===== config.mk =====
export PLATFORM = sky130hd
export DESIGN_NAME = adc_scan_ctrl
export DESIGN_NICKNAME = d
export VERILOG_FILES = /design/src/rtl/adc_scan_pkg.sv /design/src/rtl/adc_prescaler.sv /design/src/rtl/adc_trig_sync.sv /design/src/rtl/adc_sar_seq.sv /design/src/rtl/adc_result_bank.sv /design/src/rtl/adc_scan_ctrl.sv
export SDC_FILE = /design/constraint.sdc
export NUM_CORES = 1
export LEC_CHECK = 0
export BUFFER_PORTS_ARGS = -buffer_cell sky130_fd_sc_hd__buf_4
export CAP_MARGIN = 20
export CORE_MARGIN = 3
export CORE_UTILIZATION = 41
export DETAILED_ROUTE_END_ITERATION = 12
export PLACE_DENSITY_LB_ADDON = 0.08
export REMOVE_ABC_BUFFERS = 1
export SLEW_MARGIN = 5
export SYNTH_ARGS = -nofsm -noshare
export SYNTH_HDL_FRONTEND = slang
export SYNTH_HIERARCHICAL = 1
export SYNTH_SLANG_ARGS = --single-unit

===== constraint.sdc =====
create_clock -name clk -period 6.3 [get_ports clk]
set_input_delay 1.89 -clock clk [delete_from_list [all_inputs] [get_ports clk]]
set_output_delay 1.89 -clock clk [all_outputs]
set_load 0.02 [all_outputs]

===== src/rtl/adc_scan_pkg.sv =====
package adc_scan_pkg;
   // Control register bit positions
   localparam int B_START  = 0;
   localparam int B_CONT   = 1;
   localparam int B_RISE   = 2;
   localparam int B_FALL   = 3;
   localparam int B_FLAG   = 4;
   localparam int B_RSVD   = 5;
   localparam int B_PRE_LO = 6;

   // Register addresses
   localparam int A_CTRL     = 0;
   localparam int A_CHSEL    = 1;
   localparam int A_RES_BASE = 16;
endpackage


===== src/rtl/adc_prescaler.sv =====
module adc_prescaler #(
   parameter int PRE_W = 2
) (
   input  logic             clk,
   input  logic             rst_n,
   input  logic             en,
   input  logic [PRE_W-1:0] sel,
   output logic             tick
);
   localparam int CNT_W = PRE_W + 1;

   generate
      if (PRE_W < 1) begin : g_bad_pre
         $error("adc_prescaler: PRE_W must be at least 1");
      end
   endgenerate

   logic [CNT_W-1:0] cnt_q;
   logic [CNT_W-1:0] limit;

   // divide ratio 2*(sel+1): terminal count 2*sel+1
   assign limit = {sel, 1'b1};
   assign tick  = en && (cnt_q >= limit);

   always_ff @(posedge clk or negedge rst_n) begin
      if (!rst_n)      cnt_q <= '0;
      else if (!en)    cnt_q <= '0;
      else if (tick)   cnt_q <= '0;
      else             cnt_q <= cnt_q + 1'b1;
   end

   p_tick_gap_r2: assert property (@(posedge clk) disable iff (!rst_n)
      tick |=> !tick);
endmodule


===== src/rtl/adc_trig_sync.sv =====
module adc_trig_sync #(
   parameter int SYNC_STAGES = 2
) (
   input  logic clk,
   input  logic rst_n,
   input  logic trig_in,
   output logic rise,
   output logic fall
);
   generate
      if (SYNC_STAGES < 2) begin : g_bad_sync
         $error("adc_trig_sync: SYNC_STAGES must be at least 2");
      end
   endgenerate

   logic [SYNC_STAGES-1:0] sh_q;
   logic                   prev_q;

   always_ff @(posedge clk or negedge rst_n) begin
      if (!rst_n) begin
         sh_q   <= '0;
         prev_q <= 1'b0;
      end else begin
         sh_q   <= {sh_q[SYNC_STAGES-2:0], trig_in};
         prev_q <= sh_q[SYNC_STAGES-1];
      end
   end

   assign rise = sh_q[SYNC_STAGES-1] & ~prev_q;
   assign fall = ~sh_q[SYNC_STAGES-1] & prev_q;

   p_rise_from_pin_r10: assert property (@(posedge clk) disable iff (!rst_n)
      rise |-> $past(trig_in, SYNC_STAGES));
endmodule


===== src/rtl/adc_sar_seq.sv =====
module adc_sar_seq #(
   parameter int NCH   = 8,
   parameter int RES_W = 10
) (
   input  logic                     clk,
   input  logic                     rst_n,
   input  logic                     go,
   input  logic                     run,
   input  logic                     tick,
   input  logic                     comp,
   input  logic [NCH-1:0]           chsel,
   output logic [$clog2(NCH)-1:0]   ch,
   output logic [RES_W-1:0]         dac,
   output logic                     res_we,
   output logic [RES_W-1:0]         res_data,
   output logic                     pass_done
);
   localparam int CH_W  = $clog2(NCH);
   localparam int BIT_W = $clog2(RES_W);
   localparam logic [RES_W-1:0] MSB_CODE = RES_W'(1) << (RES_W - 1);
   localparam logic [BIT_W-1:0] TOP_BIT  = BIT_W'(RES_W - 1);

   // lowest selected channel at or above index lo; top bit flags a hit
   function automatic logic [CH_W:0] pick(input logic [NCH-1:0] sel, input int lo);
      logic [CH_W:0] r;
      r = '0;
      for (int i = NCH - 1; i >= 0; i--) begin
         if (sel[i] && i >= lo) r = {1'b1, CH_W'(i)};
      end
      return r;
   endfunction

   logic [CH_W-1:0]  ch_q;
   logic [BIT_W-1:0] bit_q;
   logic [RES_W-1:0] code_q;
   logic [RES_W-1:0] trial, kept;
   logic [CH_W:0]    first_hit, next_hit;
   logic             step, last;

   assign trial     = RES_W'(1) << bit_q;
   assign kept      = comp ? code_q : (code_q & ~trial);
   assign last      = (bit_q == '0);
   assign step      = run && tick;
   assign first_hit = pick(chsel, 0);
   assign next_hit  = pick(chsel, int'(ch_q) + 1);

   always_ff @(posedge clk or negedge rst_n) begin
      if (!rst_n) begin
         ch_q   <= '0;
         bit_q  <= TOP_BIT;
         code_q <= MSB_CODE;
      end else if (go) begin
         ch_q   <= first_hit[CH_W-1:0];
         bit_q  <= TOP_BIT;
         code_q <= MSB_CODE;
      end else if (step) begin
         if (!last) begin
            code_q <= kept | (trial >> 1);
            bit_q  <= bit_q - 1'b1;
         end else begin
            ch_q   <= next_hit[CH_W] ? next_hit[CH_W-1:0] : first_hit[CH_W-1:0];
            bit_q  <= TOP_BIT;
            code_q <= MSB_CODE;
         end
      end
   end

   assign ch        = ch_q;
   assign dac       = code_q;
   assign res_we    = step && last;
   assign res_data  = kept;
   assign pass_done = res_we && !next_hit[CH_W];

   p_bit_range_r4: assert property (@(posedge clk) disable iff (!rst_n)
      run |-> (int'(bit_q) < RES_W));
   p_ascend_r5: assert property (@(posedge clk) disable iff (!rst_n)
      (res_we && !pass_done) |=> (ch_q > $past(ch_q)));
   p_busy_hold_r8: assert property (@(posedge clk) disable iff (!rst_n)
      (run && !tick) |=> $stable(code_q));
endmodule


===== src/rtl/adc_result_bank.sv =====
module adc_result_bank #(
   parameter int NCH   = 8,
   parameter int RES_W = 10
) (
   input  logic                   clk,
   input  logic                   rst_n,
   input  logic                   we,
   input  logic [$clog2(NCH)-1:0] wr_ch,
   input  logic [RES_W-1:0]       wr_data,
   input  logic [$clog2(NCH)-1:0] rd_ch,
   output logic [RES_W-1:0]       rd_data
);
   localparam int CH_W = $clog2(NCH);

   logic [NCH-1:0][RES_W-1:0] latch_flat;

   generate
      for (genvar g = 0; g < NCH; g++) begin : g_ch
         logic [RES_W-1:0] q;
         always_ff @(posedge clk or negedge rst_n) begin
            if (!rst_n)                              q <= '0;
            else if (we && (wr_ch == CH_W'(g)))      q <= wr_data;
         end
         assign latch_flat[g] = q;
      end
   endgenerate

   assign rd_data = latch_flat[rd_ch];
endmodule


===== src/rtl/adc_scan_ctrl.sv =====
module adc_scan_ctrl #(
   parameter int NCH         = 8,
   parameter int RES_W       = 10,
   parameter int PRE_W       = 2,
   parameter int SYNC_STAGES = 2,
   parameter int ADDR_W      = 5
) (
   input  logic                   clk,
   input  logic                   rst_n,
   input  logic                   bus_wr,
   input  logic [ADDR_W-1:0]      bus_addr,
   input  logic [7:0]             bus_wdata,
   output logic [7:0]             bus_rdata,
   input  logic                   irq_en,
   output logic                   irq,
   input  logic                   ext_trig,
   output logic                   capture,
   output logic [$clog2(NCH)-1:0] mux_sel,
   output logic [RES_W-1:0]       dac_code,
   input  logic                   comp_in
);
   import adc_scan_pkg::*;

   localparam int CH_W = $clog2(NCH);
   localparam int LO_W = RES_W - 8;

   generate
      if (NCH < 2 || NCH > 8) begin : g_bad_nch
         $error("adc_scan_ctrl: NCH must be 2..8");
      end
      if (RES_W < 9 || RES_W > 16) begin : g_bad_res
         $error("adc_scan_ctrl: RES_W must be 9..16");
      end
      if (PRE_W < 1 || PRE_W > 2) begin : g_bad_pre
         $error("adc_scan_ctrl: PRE_W must be 1..2");
      end
      if ((2 ** ADDR_W) < (A_RES_BASE + 2 * NCH)) begin : g_bad_addr
         $error("adc_scan_ctrl: ADDR_W too small for result window");
      end
   endgenerate

   logic             busy, cont, rise_en, fall_en, flag;
   logic [PRE_W-1:0] pre;
   logic [NCH-1:0]   chsel;
   logic             ctrl_wr, chsel_wr;
   logic             tick, rise, fall;
   logic             start_req, empty, go, abort, finish, flag_set;
   logic             res_we, pass_done;
   logic [RES_W-1:0] res_data, rd_res;
   logic [CH_W-1:0]  res_idx;

   assign ctrl_wr  = bus_wr && (int'(bus_addr) == A_CTRL);
   assign chsel_wr = bus_wr && (int'(bus_addr) == A_CHSEL);

   adc_prescaler #(.PRE_W(PRE_W)) u_pre (
      .clk(clk), .rst_n(rst_n), .en(busy), .sel(pre), .tick(tick));

   adc_trig_sync #(.SYNC_STAGES(SYNC_STAGES)) u_trig (
      .clk(clk), .rst_n(rst_n), .trig_in(ext_trig), .rise(rise), .fall(fall));

   assign capture   = (rise && rise_en) || (fall && fall_en);
   assign start_req = (ctrl_wr && bus_wdata[B_START]) || capture;
   assign empty     = ~|chsel;
   assign go        = !busy && start_req && !empty;
   assign abort     = ctrl_wr && busy && !bus_wdata[B_START];
   assign finish    = busy && pass_done && (!cont || empty);
   assign flag_set  = (busy && pass_done && !abort) || (!busy && start_req && empty);

   adc_sar_seq #(.NCH(NCH), .RES_W(RES_W)) u_seq (
      .clk(clk), .rst_n(rst_n), .go(go), .run(busy), .tick(tick), .comp(comp_in),
      .chsel(chsel), .ch(mux_sel), .dac(dac_code), .res_we(res_we),
      .res_data(res_data), .pass_done(pass_done));

   adc_result_bank #(.NCH(NCH), .RES_W(RES_W)) u_bank (
      .clk(clk), .rst_n(rst_n), .we(res_we && !abort), .wr_ch(mux_sel),
      .wr_data(res_data), .rd_ch(res_idx), .rd_data(rd_res));

   always_ff @(posedge clk or negedge rst_n) begin
      if (!rst_n) begin
         busy    <= 1'b0;
         cont    <= 1'b0;
         rise_en <= 1'b0;
         fall_en <= 1'b0;
         flag    <= 1'b0;
         pre     <= '0;
         chsel   <= '0;
      end else begin
         if (go)                  busy <= 1'b1;
         else if (abort || finish) busy <= 1'b0;

         if (flag_set)                              flag <= 1'b1;
         else if (ctrl_wr && !bus_wdata[B_FLAG])    flag <= 1'b0;

         if (ctrl_wr) begin
            cont    <= bus_wdata[B_CONT];
            rise_en <= bus_wdata[B_RISE];
            fall_en <= bus_wdata[B_FALL];
            pre     <= bus_wdata[B_PRE_LO +: PRE_W];
         end
         if (chsel_wr) chsel <= bus_wdata[NCH-1:0];
      end
   end

   assign irq = flag && irq_en;

   always_comb begin
      bus_rdata = '0;
      res_idx   = '0;
      if (int'(bus_addr) == A_CTRL) begin
         bus_rdata[B_START]          = busy;
         bus_rdata[B_CONT]           = cont;
         bus_rdata[B_RISE]           = rise_en;
         bus_rdata[B_FALL]           = fall_en;
         bus_rdata[B_FLAG]           = flag;
         bus_rdata[B_PRE_LO +: PRE_W] = pre;
      end else if (int'(bus_addr) == A_CHSEL) begin
         bus_rdata = 8'(chsel);
      end else if (int'(bus_addr) >= A_RES_BASE && int'(bus_addr) < A_RES_BASE + 2 * NCH) begin
         res_idx = CH_W'((int'(bus_addr) - A_RES_BASE) >> 1);
         if (bus_addr[0]) bus_rdata = 8'(rd_res[LO_W-1:0]);
         else             bus_rdata = rd_res[RES_W-1 -: 8];
      end
   end

   p_rsvd_no_effect_r3: assert property (@(posedge clk) disable iff (!rst_n)
      (ctrl_wr && bus_wdata[B_RSVD] && !bus_wdata[B_START] && !busy) |=> !busy);
   p_oneshot_end_r6: assert property (@(posedge clk) disable iff (!rst_n)
      (busy && pass_done && !cont && !ctrl_wr) |=> (!busy && flag));
   p_cont_keep_r7: assert property (@(posedge clk) disable iff (!rst_n)
      (busy && pass_done && cont && !empty && !ctrl_wr && !chsel_wr) |=> (busy && flag));
   p_abort_r9: assert property (@(posedge clk) disable iff (!rst_n)
      (ctrl_wr && busy && !bus_wdata[B_START]) |=> !busy);
   p_trig_start_r10: assert property (@(posedge clk) disable iff (!rst_n)
      (capture && !busy && !ctrl_wr && !empty) |=> busy);
   p_no_sw_set_r11: assert property (@(posedge clk) disable iff (!rst_n)
      (ctrl_wr && !flag && !busy && !start_req) |=> !flag);
   p_empty_done_r12: assert property (@(posedge clk) disable iff (!rst_n)
      (start_req && !busy && empty) |=> (!busy && flag));
endmodule


# [Word level (Yosys, flattened, before mapping)]
# Index checks and enable logic that the tools add are counted.
[word_totals] register_bits=118 input_bits=19 out_inout_bits=23 word_cells=153
[op_classes] addsub=4 order_cmp=11 eq_ne=8 shift=1 n_mux=44 bitwise_logic=7 n_reduce_logical=57
[op_table] op="$ge 4x32->1 const A" count=4
[op_table] op="$ge 3x32->1 const A" count=2
[op_table] op="$mux 3" count=17
[op_table] op="$mux 10" count=5
[op_table] op="$mux 4" count=11
[op_table] op="$logic_and 1x1->1" count=36
[op_table] op="$ge 1x32->1 const A" count=1
[op_table] op="$ge 2x32->1 const A" count=1
[op_table] op="$bmux 10 s3" count=1
[op_table] op="$mux 8" count=3
[op_table] op="$eq 3x3->1 const B" count=4
[op_table] op="$and 10x10->10" count=1
[op_table] op="$not 10->10" count=1
[op_table] op="$or 10x9->10" count=1
[op_table] op="$shl 1x4->10 const A" count=1
[op_table] op="$reduce_bool 2->1" count=4
[op_table] op="$reduce_or 8->1" count=1
[op_table] op="$sub 4x1->4 const B" count=2
[op_table] op="$logic_not 1->1" count=7
[op_table] op="$eq 3x2->1 const B" count=2
[op_table] op="$eq 5x2->1 const B" count=1
[op_table] op="$ge 5x5->1 const B" count=1
[op_table] op="$logic_not 5->1" count=1
[op_table] op="$logic_or 1x1->1" count=5
[op_table] op="13 further kinds" count=19

# [Longest topological paths before layout]
# Gate-level depths: netlist (run 1).
[logic_depth] ltp_word=18 ltp_mapped=11 depth_no_buf=11

# [By module]
# The synthesis (run 1) kept the hierarchy.
[modules_own_cells] mod="adc_result_bank" n_inst=1 cells_each=210 area_each_um2=3694.8 seq_area_each_um2=2001.9
[modules_own_cells] mod="adc_sar_seq" n_inst=1 cells_each=160 area_each_um2=1288.7 seq_area_each_um2=429.2
[modules_own_cells] mod="adc_scan_ctrl" n_inst=1 cells_each=77 area_each_um2=924.6 seq_area_each_um2=375.4
[modules_own_cells] mod="adc_prescaler" n_inst=1 cells_each=17 area_each_um2=186.4 seq_area_each_um2=75.1
[modules_own_cells] mod="adc_trig_sync" n_inst=1 cells_each=5 area_each_um2=90.1 seq_area_each_um2=75.1

# [Worst setup path before layout (run 1)]
# OpenSTA, ideal clock, no wires.
[synth_path] path_kind="input -> output" from="in bus_addr[1]" to="out bus_rdata[1]" arrival_time_ps=3724 t_required_ps=4410 setup_slack_ps=686 stages=7 path_buffers=1 cell_sequence="and2_2 buf_6 mux4_1 mux2_2 mux2_2 a32o_1 mux2_2"
[synth_via] elab_chain_cells=10 elab_cells_between_ends=13 cone_classes="add/sub: 1; order compare: 1; eq/ne: 1; mux: 9; reduce/logical: 1"
[synth_rtl] item="start, declared" line="adc_scan_ctrl.sv:11" source="input logic [ADDR_W-1:0] bus_addr,"
[synth_rtl] item="$sub 4x1->4 / $ge 5x5->1 (equally long branches)" line="adc_scan_ctrl.sv:119, adc_scan_ctrl.sv:118"
[synth_rtl] item="$mux 3" line="adc_scan_ctrl.sv:118" source="end else if (int'(bus_addr) >= A_RES_BASE && int'(bus_addr) < A_RES_BASE + 2 * NCH) begin"
[synth_rtl] item="$mux 3" line="adc_scan_ctrl.sv:116" source="end else if (int'(bus_addr) == A_CHSEL) begin"
[synth_rtl] item="$mux 3 *" line="adc_scan_ctrl.sv:109" source="if (int'(bus_addr) == A_CTRL) begin"
[synth_rtl] item="$bmux 10 s3 *" line="adc_result_bank.sv:28" source="assign rd_data = latch_flat[rd_ch];"
[synth_rtl] item="$mux 10 (not written as such) *" line="adc_result_bank.sv:28"
[synth_rtl] item="named net rd_res[1]" line="adc_scan_ctrl.sv:49" source="logic [RES_W-1:0] res_data, rd_res;"
[synth_rtl] item="$mux 8 *" line="adc_scan_ctrl.sv:120" source="if (bus_addr[0]) bus_rdata = 8'(rd_res[LO_W-1:0]);"
[synth_rtl] item="$mux 8 *" line="adc_scan_ctrl.sv:118"
[synth_rtl] item="$mux 8 *" line="adc_scan_ctrl.sv:116"
[synth_rtl] item="$mux 5 *" line="adc_scan_ctrl.sv:109"
[synth_rtl] item="end, declared" line="adc_scan_ctrl.sv:13" source="output logic [7:0] bus_rdata,"
# Mark *: on every way through the listed nets, which the timed path passes. The rest lies on a longest branch. The select of a mux whose other input is x is not followed.

# [Worst setup path in the final report (run 1)]
[layout_path] from="in bus_addr[4]" to="out bus_rdata[0]"
[layout_via] elab_chain_cells=10 elab_cells_between_ends=12 cone_classes="order compare: 1; eq/ne: 1; mux: 9; reduce/logical: 1"
[layout_rtl] item="$ge 5x5->1" line="adc_scan_ctrl.sv:118"
[layout_rtl] item="$mux 3" line="adc_scan_ctrl.sv:118"
[layout_rtl] item="$mux 3" line="adc_scan_ctrl.sv:116"
[layout_rtl] item="$mux 3 *" line="adc_scan_ctrl.sv:109"
[layout_rtl] item="named net res_idx[0]" line="adc_scan_ctrl.sv:50" source="logic [CH_W-1:0] res_idx;"
[layout_rtl] item="$bmux 10 s3 *" line="adc_result_bank.sv:28"
[layout_rtl] item="$mux 10 (not written as such) *" line="adc_result_bank.sv:28"
[layout_rtl] item="named net rd_res[0]" line="adc_scan_ctrl.sv:49"
[layout_rtl] item="$mux 8 *" line="adc_scan_ctrl.sv:120"
[layout_rtl] item="$mux 8 *" line="adc_scan_ctrl.sv:118"
[layout_rtl] item="$mux 8 *" line="adc_scan_ctrl.sv:116"
[layout_rtl] item="$mux 5 *" line="adc_scan_ctrl.sv:109"
# Marks and branches as above.

==> results of run 1 <==
synth_stat cells (all sizes together), types with 2 or more instances:
cell type	instances	area [um^2]
a21boi	5	37.5
a21o	3	22.5
a21oi	15	75.1
a221o	5	50.1
a22o	2	17.5
a31oi	2	12.5
a32o	2	20.0
a32oi	2	17.5
and2	6	42.5
and3	5	31.3
and4bb	3	37.5
buf	15	108
clkbuf	7	26.3
dfrtp	115	2880
dfstp	3	78.8
ha	6	75.1
inv	14	52.6
mux2	106	1210
mux2i	2	20.0
mux4	20	526
nand2	17	63.8
nand2b	5	31.3
nand3	7	40.0
nand3b	3	22.5
nand4	2	18.8
nand4b	3	26.3
nor2	22	82.6
nor2b	3	18.8
nor3	6	52.6
nor4	2	18.8
o211ai	3	22.5
o21a	2	15.0
o21ai	18	90.1
o221ai	3	26.3
o22ai	3	18.8
o31a	2	18.8
o41a	2	23.8
o41ai	3	26.3
or2	2	12.5
or3b	2	20.0
or4	4	33.8
xnor2	2	17.5
worst max-delay path by stage:
stage                               to  depth (start not counted)
after floorplan           bus_rdata[1]                          6
after global placement    bus_rdata[0]                          9
after detailed placement  bus_rdata[0]                          9
after CTS                 bus_rdata[0]                          9
after global routing      bus_rdata[0]                          9
final                     bus_rdata[0]                          9
final cells by class:
type                            instances  area share
Clock inverter                         12      0.0144
Tap cell                              184      0.0319
Timing Repair Buffer                   47      0.0485
Inverter                               14     0.00728
Sequential cell                       118       0.410
Clock buffer                           20      0.0647
Multi-Input combinational cell        315       0.424
registers in the layout, summed over array words and instances (netlist names):
register and count:
u_seq/ch 3, u_bank/g_ch.q 80, busy 1, rise_en 1
u_trig/prev_q 1, fall_en 1, u_seq/dac 10, u_trig/sh_q 2
flag 1, u_pre/cnt_q 3, chsel 8, pre 2
u_seq/bit_q 4, cont 1
metrics by stage:
| step | util | hold WS (ns) | power, mW |
|---|---|---|---|
| final | 0.493 | 0.354 | 2.83 |
| after global routing | 0.493 | 0.368 | 3.01 |
| after CTS | 0.492 | 0.357 | 2.86 |
| after detailed placement | 0.454 | 0.343 | 1.93 |
| after global placement | 0.454 | 0.333 | 1.92 |
| after floorplan | - | 0.331 | 1.63 |
power breakdown:
part | internal (mW) | switching (mW) | total, mW
clock network | 0.570 | 0.343 | 0.913
logic | 0.368 | 0.455 | 0.823
registers | 0.908 | 0.191 | 1.10
total | 1.85 | 0.989 | 2.83
kinds of logic (layout without fill, tap and decap cells):
kind of cell,count (synthesis),after routing,synth area share
xor+xnor,2,2,0.00283
compound gates,81,81,0.0951
mux,128,128,0.284
buf+inv,36,93,0.0301
fa+ha+maj,6,6,0.0121
simple gates,98,98,0.0975
flops,118,118,0.478
per-layer routing:
layer / routed length (um) / share of wire / vias to the layer above
met2: 6890 / 0.47 / 108
met4: 384 / 0.026 / 0
met3: 644 / 0.044 / 27
met1: 6860 / 0.46 / 2111
met5: 0 / 0 / -
li1: - / - / 1898
==> results.tsv, run 1 <==
stage	metric	value	unit
drt	wl_per_cell	20.8	um
drt	viasPerCell	5.84	
clock_network	numCtsBuffers	17	
cells_and_area	multi_input_area	0.00306	mm^2
cells_and_area	mostFrequentLayoutCells	dfrtp_1 (115), mux2_2 (101), buf_4 (46)	
hold_path	worstHoldStart	u_trig/sh_q[0]	
timing	tightest_slew	0.990	ns
cells_and_area	syn_to_final_growth	16.7	%
global_routing	grt_pass1_vias	4227	
die	die_width	129	um
synthesis	netlist_area	0.00618	mm^2
synthesis	ys.flop_type	dfrtp_1	
clock_network	clk_latency	0.41	ns
drt	drt_iter0_drc	252	
global_routing	antenna_found_initial	0	
worst_setup_path	reg2regPathDepth	10	
global_routing	grt_use_met1	0.248	
cells_and_area	final_cells	710	
synthesis	synth-seq-cells	118	
timing	min_period	5.99	ns
clock_network	postCtsSetupRepairBufs	0	
synthesis	synth_edf_count	0	
clock_network	clk_pin_slew_worst_paths	0.06	ns
drt	routed_wl	14800	um
drt	drc_errors	0	
hold_path	whs_path_depth	0	
cells_and_area	area.sequential	0.00296	mm^2
die	initial_core_util	0.422	
clock_network	ctsResizeCount	0	
synthesis	yosys_warnings	6	
global_routing	grt_max_degree	64	
worst_setup_path	r2r-end	u_bank/g_ch[5].q[5]	
global_routing	use_met2	0.288	
die	die_y	129	um
global_routing	grt_usage	0.186	
place	place_area	0.00664	mm^2
timing	rsz0062_at_grt	false	
die	die_area	0.0166	mm^2
worst_setup_path	critPathSlowestCell	mux4_1	
worst_setup_path	path_class	in -> out	
timing	max_freq	167	MHz
synthesis	synth_cell_types	70	
timing	fin_tns_setup	0	ns
synthesis	avgSynthCellArea	13.2	um^2
clock_network	cts_max_level	4	
global_routing	busiest_layer	met2	
place	portBuffers	41	
cells_and_area	num_antenna_cells	0	
die	io_pins	42	
hold_path	hold_path_class	reg -> reg	
worst_setup_path	worstPathRequired	4.41	ns
synthesis	ys_seq_area_frac	0.478	
place	placed_cells	677	
clock_network	hold_buffers	0	
timing	maxSlewViolCount	0	
worst_setup_path	crit_fanout	8	
drt	ant_nets	0	
worst_setup_path	cp_common_cell	buf_4	
die	core	0.0146	mm^2
place	place_congestion	0.860	
worst_setup_path	start_kind	primary input	
worst_setup_path	rrSetupSlack	2.51	ns
clock_network	cts_root_buf	clkbuf_16	
timing	finalCritPeriodShare	0.951	
power	ir_worst_vdd	0.191	mV
place	hpwlAfterDp	10000	um
die	num_rows	44	
cells_and_area	fin_area	0.00722	mm^2
timing	clock_skew	0.00938	ns
timing	setup-violations-final	0	
worst_setup_path	path_cells	buf_4 > and2_2 > buf_4 > mux4_1 > mux2_2 > mux2_2 > a32oi_1 > mux2i_1 > buf_4	
job	drv_cap	0	
hold_path	hold_end	u_trig/sh_q[1]	
clock_network	cts_tree	yes	
worst_setup_path	rr_startpoint	pre[1]	
power	p_leak	3.46	nW
power	powerDensity	393	mW/mm^2
place	pre_cts_slack	0.318	ns
clock_network	clockBufferDepth	2	
drt	firstDrtPassIters	4	
worst_setup_path	cp-end-kind	output port	
worst_setup_path	cp.arrival	4.10	ns
cells_and_area	drive_gt1_frac	0.403	
worst_setup_path	crit_family	multiplexers	
cells_and_area	n_fill_cell	1283	
worst_setup_path	worstSetupStartpoint	bus_addr[4]	
drt	dr_total_vias	4144	
synthesis	synthCells	469	
clock_network	cts.sinks	118	
global_routing	met3_usage	0.0519	
global_routing	grt_first_pass_wirelength	23500	um
synthesis	ys_async_sr_fraction	1.00	
timing	final_hold_viol_count	0	
global_routing	grt_overflow	0	
cells_and_area	final_common_cell	dfrtp_1	
run_status	status	finished clean	
cells_and_area	finalNetCount	538	
timing	slew_headroom	0.337	
worst_setup_path	crit_buf_inv	3	
timing	layout_setup_ws	0.307	ns
worst_setup_path	crit_path_max_incr_delay	0.56	ns
Power figures use the tool's default switching activity.
==> run 2, diff against run 1 <==
--- a/config.mk
+++ b/config.mk
@@ -11,7 +11,6 @@
 export CORE_UTILIZATION = 41
 export DETAILED_ROUTE_END_ITERATION = 12
 export PLACE_DENSITY_LB_ADDON = 0.08
-export REMOVE_ABC_BUFFERS = 1
 export SLEW_MARGIN = 5
 export SYNTH_ARGS = -nofsm -noshare
 export SYNTH_HDL_FRONTEND = slang
==> constraint.sdc (replaced) <==
create_clock -name clk -period 4.9 [get_ports clk]
set_input_delay 1.47 -clock clk [delete_from_list [all_inputs] [get_ports clk]]
set_output_delay 1.47 -clock clk [all_outputs]
set_load 0.02 [all_outputs]
==> run 2 against run 1 <==
Effect of this change:
- clock skew shrank 0.00078 ns
- critical path depth shrank 1
- highest routed layer unchanged
- global-route usage grew 1.1 points
- sequential power grew 28%
- clock-buffer cell count is the same
- utilization grew 0.99 points
- clock power grew 35%
- largest cell class unchanged
- via count grew 1.3%
- register-to-register slack lost 1.4 ns
==> results.tsv, run 2 (same netlist as run 1, synthesis figures left out) <==
stage	metric	value	unit
timing	fin_tns_setup	0	ns
timing	finalCritPeriodShare	1.00	
worst_setup_path	critPathSlowestCell	mux4_2	
cells_and_area	finish.utilization	0.503	
global_routing	grt_max_degree	54	
global_routing	antenna_found_initial	0	
die	core	0.0146	mm^2
worst_setup_path	crit_fanout	7	
worst_setup_path	path_class	in -> out	
place	pre_cts_slack	-0.122	ns
cells_and_area	final_common_cell	dfrtp_1	
global_routing	grt_first_pass_wirelength	24600	um
timing	rsz0062_at_grt	true	
run_status	status	finished clean	
power	powerDensity	509	mW/mm^2
clock_network	clockBufferDepth	2	
drt	ant_nets	0	
clock_network	numCtsBuffers	17	
job	drv_cap	0	
timing	maxSlewViolCount	0	
cells_and_area	largest_reg_flops	80	
clock_network	cts.sinks	118	
die	die_y	129	um
cells_and_area	finalNetCount	551	
clock_network	clk_latency	0.42	ns
synthesis	syn-num-nets	494	
die	die_width	129	um
worst_setup_path	path_cells	buf_8 > and2_4 > mux4_2 > mux2_4 > mux2_4 > a32o_1 > mux2_4 > buf_6	
cells_and_area	syn_to_final_growth	19.0	%
drt	drt_iter0_drc	274	
clock_network	cts_root_buf	clkbuf_16	
timing	setup-violations-final	0	
worst_setup_path	crit_path_max_incr_delay	0.51	ns
clock_network	hold_buffers	0	
worst_setup_path	rrSetupSlack	1.15	ns
cells_and_area	drive_gt1_frac	0.427	
die	die_area	0.0166	mm^2
timing	final_hold_viol_count	0	
worst_setup_path	crit_family	multiplexers	
worst_setup_path	crit_buf_inv	2	
hold_path	worstHoldStart	u_trig/sh_q[0]	
timing	tightest_slew	0.966	ns
worst_setup_path	cp-end-kind	output port	
timing	min_period	4.90	ns
worst_setup_path	reg2regPathDepth	10	
die	initial_core_util	0.422	
cells_and_area	num_antenna_cells	0	
timing	slew_headroom	0.350	
worst_setup_path	cp_common_cell	mux2_4	
place	hpwlAfterDp	10400	um
clock_network	clk_pin_slew_worst_paths	0.06	ns
drt	routed_wl	15300	um
drt	firstDrtPassIters	7	
drt	viasPerCell	5.80	
power	ir_worst_vdd	0.257	mV
cells_and_area	regMostFlops	u_bank/g_ch.q	
drt	drc_errors	0	
power	p_leak	3.53	nW
hold_path	whs_path_depth	0	
timing	clock_skew	0.00859	ns
hold_path	hold_end	u_trig/sh_q[1]	
cells_and_area	mostFrequentLayoutCells	dfrtp_1 (115), mux2_2 (96), buf_4 (54)	
timing	layout_setup_ws	0.00193	ns
drt	dr_total_vias	4197	
global_routing	grt_pass1_vias	4343	
place	place_congestion	0.854	
cells_and_area	fin_area	0.00736	mm^2
worst_setup_path	rr_startpoint	pre[1]	
worst_setup_path	cp.arrival	3.43	ns
global_routing	grt_overflow	0	
timing	max_freq	204	MHz
die	io_pins	42	
die	num_rows	44	
worst_setup_path	r2r-end	u_bank/g_ch[0].q[5]	
power	total_power	3.74	mW
worst_setup_path	worstPathRequired	3.43	ns
clock_network	cts_tree	yes	
worst_setup_path	start_kind	primary input	
drt	wl_per_cell	21.2	um
hold_path	hold_path_class	reg -> reg	
place	place_area	0.00675	mm^2
global_routing	grt_usage	0.197	
clock_network	cts_max_level	4	
place	portBuffers	41	
run 2: routing by layer:
| layer | up-vias | wire length (um) | track usage |
|---|---|---|---|
| met5 | - | 0 | 0 |
| met4 | 0 | 243 | 0.0741 |
| met3 | 17 | 725 | 0.0573 |
| met1 | 2148 | 7050 | 0.261 |
| li1 | 1915 | - | - |
| met2 | 117 | 7300 | 0.307 |
run 2: per-stage QoR:
| step | hold WS (ns) | std cells |
|---|---|---|
| final | 0.356 | 723 |
| after detailed placement | 0.343 | 690 |
| after CTS | 0.355 | 723 |
| after global placement | 0.336 | 690 |
| after floorplan | 0.331 | 469 |
| after global routing | 0.366 | 723 |
run 2: timing repair:
action	4_1_cts	5_1_grt
resized for setup	14	4
endpoints found under the hold margin	0	0
gates cloned	0	0
pin swaps	2	2
buffers inserted	1	0
setup endpoints to repair	5	3
run 2: report_power, final:
part	switching, mW	internal [mW]	total, mW
logic	0.617	0.488	1.11
clock network	0.458	0.773	1.23
registers	0.242	1.17	1.41
run 2: layout make-up:
type                    count  area (um^2)
inverters                  14         52.6
multi-input cells         315         3050
fillers                  1299         7280
repair buffers             60          485
flip-flops and latches    118         2960
well taps                 184          230
clock inverters            12          126
clock buffers              20          457
run 2: worst max path at each step:
stage | from | endpoint | depth (start not counted)
floorplan | bus_addr[1] | bus_rdata[1] | 7
global route | bus_addr[1] | bus_rdata[1] | 8
detailed placement | bus_addr[1] | bus_rdata[0] | 9
global placement | bus_addr[1] | bus_rdata[1] | 8
CTS | bus_addr[4] | bus_rdata[1] | 8
finish | bus_addr[1] | bus_rdata[1] | 8
run 2: worst reg2reg max path, stage by stage (launching register included):
cell,delay (ns)
dfrtp_1,0.37
inv_1,0.11
ha_1,0.35
a21oi_1,0.11
a21oi_1,0.41
nand2_1,0.22
or3b_4,0.48
inv_1,0.13
o31a_2,0.25
nor4b_4,0.78
mux2_2,0.42
